==> src/rtl/pseq_pkg.sv <==
package pseq_pkg;
  parameter int unsigned ID_W = 4;
  localparam int unsigned N_ST  = 6;
  localparam int unsigned ST_FI = 0;
  localparam int unsigned ST_DI = 1;
  localparam int unsigned ST_CO = 2;
  localparam int unsigned ST_FO = 3;
  localparam int unsigned ST_EI = 4;
  localparam int unsigned ST_WO = 5;

  typedef struct packed {
    logic            vld;
    logic            stores;
    logic            jumps;
    logic [ID_W-1:0] tag;
  } slot_t;

  localparam slot_t BUBBLE = '0;
endpackage

==> src/rtl/pseq_port_arb.sv <==
module pseq_port_arb #(
  parameter bit SHARED = 1'b1
) (
  input  logic fi_req,
  input  logic fo_req,
  input  logic wo_req,
  output logic fi_gnt,
  output logic fo_gnt,
  output logic wo_gnt
);
  generate
    if (SHARED) begin : g_shared
      // single port: write-back over operand fetch over fetch
      assign wo_gnt = wo_req;
      assign fo_gnt = fo_req & ~wo_req;
      assign fi_gnt = fi_req & ~wo_req & ~fo_req;
    end else begin : g_split
      assign wo_gnt = wo_req;
      assign fo_gnt = fo_req;
      assign fi_gnt = fi_req;
    end
  endgenerate
endmodule

==> src/rtl/pseq_stage.sv <==
module pseq_stage
  import pseq_pkg::*;
(
  input  logic  clk,
  input  logic  rst,
  input  logic  flush,
  input  logic  hold_self,
  input  logic  hold_prev,
  input  slot_t up,
  output slot_t q
);
  always_ff @(posedge clk) begin
    if (rst)             q <= BUBBLE;
    else if (flush)      q <= BUBBLE;
    else if (!hold_self) q <= hold_prev ? BUBBLE : up;
  end
endmodule

==> src/rtl/pseq_retire.sv <==
module pseq_retire
  import pseq_pkg::*;
(
  input  logic            clk,
  input  logic            rst,
  input  logic            ei_vld,
  input  logic            ei_stores,
  input  logic [ID_W-1:0] ei_tag,
  input  logic            wo_vld,
  input  logic [ID_W-1:0] wo_tag,
  output logic [1:0]      rvld,
  output logic [ID_W-1:0] rid_wo,
  output logic [ID_W-1:0] rid_ei
);
  always_ff @(posedge clk) begin
    if (rst) begin
      rvld   <= '0;
      rid_wo <= '0;
      rid_ei <= '0;
    end else begin
      rvld   <= {ei_vld & ~ei_stores, wo_vld};
      rid_wo <= wo_tag;
      rid_ei <= ei_tag;
    end
  end
endmodule

==> src/rtl/pipe6_sequencer.sv <==
module pipe6_sequencer
  import pseq_pkg::*;
#(
  parameter bit SHARED_PORT = 1'b1
) (
  input  logic                 clk,
  input  logic                 rst,
  input  logic                 issue_valid,
  input  logic [ID_W-1:0]      issue_id,
  input  logic                 issue_stores,
  input  logic                 issue_taken_br,
  output logic                 issue_ready,
  output logic [N_ST-1:0]      stage_valid,
  output logic [N_ST*ID_W-1:0] stage_id,
  output logic [1:0]           retire_valid,
  output logic [ID_W-1:0]      retire_id_wo,
  output logic [ID_W-1:0]      retire_id_ei
);
  slot_t           st [N_ST];
  slot_t           up [N_ST];
  logic [N_ST-1:0] blk, hold, hprev;
  logic            g_fi, g_fo, g_wo, flush;
  logic            ei_stores, ei_jumps, wo_stores;

  assign ei_stores = st[ST_EI].stores;
  assign ei_jumps  = st[ST_EI].jumps;
  assign wo_stores = st[ST_WO].stores;
  assign flush     = st[ST_EI].vld & ei_jumps;

  pseq_port_arb #(.SHARED(SHARED_PORT)) u_arb (
    .fi_req(st[ST_FI].vld), .fo_req(st[ST_FO].vld), .wo_req(st[ST_WO].vld),
    .fi_gnt(g_fi), .fo_gnt(g_fo), .wo_gnt(g_wo)
  );

  // a stage that loses the port stalls, and so does everything behind it
  always_comb begin
    blk        = '0;
    blk[ST_FI] = st[ST_FI].vld & ~g_fi;
    blk[ST_FO] = st[ST_FO].vld & ~g_fo;
    blk[ST_WO] = st[ST_WO].vld & ~g_wo;
    hold[N_ST-1] = blk[N_ST-1];
    for (int k = N_ST-2; k >= 0; k--) hold[k] = hold[k+1] | blk[k];
  end

  assign issue_ready = ~flush & ~hold[ST_FI];

  always_comb begin
    up[ST_FI]        = BUBBLE;
    up[ST_FI].vld    = issue_valid;
    up[ST_FI].stores = issue_stores;
    up[ST_FI].jumps  = issue_taken_br;
    up[ST_FI].tag    = issue_id;
    for (int k = 1; k < N_ST; k++) up[k] = st[k-1];
    // non-storing instructions leave from execute
    up[ST_WO].vld = st[ST_EI].vld & st[ST_EI].stores;
  end

  genvar k;
  generate
    for (k = 0; k < N_ST; k++) begin : g_st
      if (k == 0) begin : g_head
        assign hprev[k] = 1'b0;
      end else begin : g_body
        assign hprev[k] = hold[k-1];
      end
      pseq_stage u_stage (
        .clk(clk), .rst(rst),
        .flush(flush && (k < ST_WO)),
        .hold_self(hold[k]), .hold_prev(hprev[k]),
        .up(up[k]), .q(st[k])
      );
      assign stage_valid[k]             = st[k].vld;
      assign stage_id[k*ID_W +: ID_W]   = st[k].tag;
    end
  endgenerate

  pseq_retire u_ret (
    .clk(clk), .rst(rst),
    .ei_vld(st[ST_EI].vld), .ei_stores(ei_stores), .ei_tag(st[ST_EI].tag),
    .wo_vld(st[ST_WO].vld), .wo_tag(st[ST_WO].tag),
    .rvld(retire_valid), .rid_wo(retire_id_wo), .rid_ei(retire_id_ei)
  );
endmodule

==> config.mk <==
export PLATFORM = sky130hd
export DESIGN_NAME = pipe6_sequencer
export DESIGN_NICKNAME = d
export VERILOG_FILES = /design/src/rtl/pseq_pkg.sv /design/src/rtl/pseq_port_arb.sv /design/src/rtl/pseq_stage.sv /design/src/rtl/pseq_retire.sv /design/src/rtl/pipe6_sequencer.sv
export SDC_FILE = /design/constraint.sdc
export NUM_CORES = 1
export LEC_CHECK = 0
export BUFFER_PORTS_ARGS = -buffer_cell sky130_fd_sc_hd__buf_2
export CAP_MARGIN = 20
export CELL_PAD_IN_SITES_DETAIL_PLACEMENT = 1
export CELL_PAD_IN_SITES_GLOBAL_PLACEMENT = 1
export CORE_ASPECT_RATIO = 1.4
export CORE_UTILIZATION = 30
export CTS_CLUSTER_DIAMETER = 150
export DETAILED_ROUTE_END_ITERATION = 12
export GPL_TIMING_DRIVEN = 0
export MAX_ROUTING_LAYER = met4
export PLACE_DENSITY_LB_ADDON = 0.1
export SLEW_MARGIN = 20
export SYNTH_ARGS = -nofsm -noshare
export SYNTH_HDL_FRONTEND = slang
export SYNTH_SLANG_ARGS = --single-unit
==> constraint.sdc <==
create_clock -name clk -period 1.5 [get_ports clk]
set_input_delay 0.225 -clock clk [delete_from_list [all_inputs] [get_ports clk]]
set_output_delay 0.225 -clock clk [all_outputs]
set_load 0.02 [all_outputs]
==> qor.yml <==
status: "finished, violations left"
violations: "negative setup slack"
min-delay-start: "issue_taken_br"
port-buffer-count: 49
fin_util_pct: 39.9
pin_count: 50
layout_common_cells: "buf_2, dfxtp_1, nand2_1"
die_w_um: 66.9
dpl_cell_area_um2: 2100
hold_viol: 0
synth_top_family_by_area: "simple AND/OR/NAND/NOR gates"
grt_max_degree: 14
yosys.area_share.adder_pct: 0.636
setup_ws_ns: -0.0177
netlist_instances: 192
slew_headroom_pct: 68.2
p_leak_nw: 1.08
ys_types: 23
reg2reg_from: "g_st[5].u_stage.q[6]"
cts_buffer_depth: 2
grt_pass1_vias: 1251
drive_above_1_share_pct: 44.0
synth-simple-area-share_pct: 21.1
antenna_left: 0
nNetsFinal: 260
cts_inserted_buffers: 5
ys_ff_latch: 46
antenna_cells: 0
grt_usage_pct: 13.9
synthXorXnorAreaFrac_pct: 0
synth_nets: 201
worstHoldEndpoint: "g_st[0].u_stage.q[4]"
initial_utilization_pct: 31.6
post-route-period-util_pct: 101
wl_per_cell_um: 11.6
place_congestion: 0.714
slowest_delay_ns: 0.37
htreeDepth: 2
synth_area_per_cell_um2: 9.22
syn_to_final_growth_pct: 26.3
rsz0062_at_grt: "yes"
arrival_ns: 1.29
clkSinkCount: 46
max_cap_violations: 0
rrSetupSlack_ns: 0.14
dr_total_vias: 1371
grt_antenna_before_repair: 0
synth.area.mux_share_pct: 0
period_minus_slack_ns: 1.52
hold_depth: 3
fmax_ghz: 0.659
ys_seq_area_share_pct: 52.0
path_depth: 3
synthesis.area_um2: 1770
end_kind: "primary output"
coreArea_um2: 5610
crit_buf_inv: 1
finalMaxSlewViolations: 0
slowest_stage: "dfxtp_4"
dr.pass1.iters: 4
worst_pin_slew_ns: 0.478
viasPerCell: 4.28
r2r_end: "g_st[2].u_stage.q[6]"
path_clk_slew_ns: 0.08
clkLatencyLatePin_ns: 0.30
critPathKind: "register to primary output"
die-area_um2: 6220
grt_pass1_wl_um: 6100
hold_path.class: "primary input to register"
crit_chain: "maj3_4 -> a21oi_4 -> buf_6"
root_buffer: "clkbuf_8"
first_iter_violations: 55
cp_top_family: "flip-flops"
ys_warn_count: 0
cp.required_ns: 1.27
skew_ns: 0.00343
worstRegToRegCells: 5
vdd_drop_max_v: 0.000350
grt-ovfl-total: 0
drcViolationCount: 0
die_height_um: 92.9
post-dp-hpwl_um: 2610
cts_tree: "built"
layout_commonest_cell: "buf_2"
row_count: 32
setup_viol: 1
power_density_nw_per_um2: 987
fin_area_um2: 2240
critPathMaxFanout: 6
critPathLaunchType: "register"
synth_compound_area_share_pct: 10.6
finalWirelength_um: 3710
## report_power, final
part	internal, mW	total (mW)	switching, mW	leakage [nW]
Clock	0.372	0.786	0.413	0.0482
Combinational	0.0705	0.153	0.0825	0.659
Sequential	1.25	1.27	0.0216	0.376
Total	1.69	2.21	0.517	1.08
## final cells by class
class | instances | area [um^2]
plain buffers | 39 | 267
clock buffers | 7 | 86.3
clock inverters | 1 | 5.00
fillers | 700 | 3370
multi-input cells | 106 | 582
flip-flops and latches | 46 | 930
well taps | 68 | 85.1
repair buffers | 53 | 282
## worst min-delay path: stages
cell	delay [ns]
buf_2	0.09
nand2_1	0.06
o21ai_2	0.04
## cell usage after synthesis (all sizes together)
cell type  number  area, um^2
and3b           1        8.76
and3            7        43.8
a21oi          21         109
buf            36         262
nand2          39         146
nand2b          6        37.5
o221a           1        11.3
nor2            4        15.0
maj3            1        11.3
dfxtp          46         921
nor3b           1        7.51
a21o            1        7.51
nand3           6        45.0
and2            1        6.26
nor2b          10        62.6
o21ai           6        52.6
clkbuf          4        16.3
a22oi           1        7.51
## metrics by stage
step	power, mW	cells	TNS [ns]	hold slack, ns	worst slack, ns
after floorplan	1.40	192	0	0.369	0.194
after global placement	1.45	309	0	0.412	0.0283
after detailed placement	1.45	309	0	0.406	0.0284
after CTS	2.25	320	-0.152	0.152	-0.152
after global routing	2.31	320	-0.0551	0.161	-0.0551
final	2.21	320	-0.0177	0.158	-0.0177
## sequential cells by signal, summed over array words and instances, names as in the netlist
register and cells:
g_st.u_stage.q 40, u_ret.rid_wo 4, u_ret.rvld 2
## what timing repair did
item,in CTS,in global routing
pin swaps,1,1
hold buffers,0,0
endpoints found under the setup margin,1,1
buffers inserted,3,1
hold endpoints to repair,0,0
gates resized for setup,7,4
## kinds of logic after synthesis
group | Yosys count
buf+inv | 40
fa+ha+maj | 1
compound gates | 30
simple gates | 75
flops | 46
## worst max-delay path by stage
stage / end / slack [ns] / from
finish: issue_ready / -0.02 / g_st[3].u_stage.q[6]
global route: issue_ready / -0.06 / g_st[3].u_stage.q[6]
CTS: issue_ready / -0.15 / g_st[5].u_stage.q[6]
detailed placement: issue_ready / 0.03 / g_st[5].u_stage.q[6]
global placement: issue_ready / 0.03 / g_st[5].u_stage.q[6]
floorplan: issue_ready / 0.19 / g_st[5].u_stage.q[6]
## routing by layer
| layer | track usage, % | share of wire [%] | wire [um] |
|---|---|---|---|
| met1 | 14.8 | 43 | 1610 |
| met2 | 23.5 | 49 | 1810 |
| met3 | 4.31 | 6.2 | 230 |
| met4 | 5.32 | 1.6 | 58 |
| met5 | - | 0 | 0 |
No activity file was read; power rests on OpenSTA's default activity.
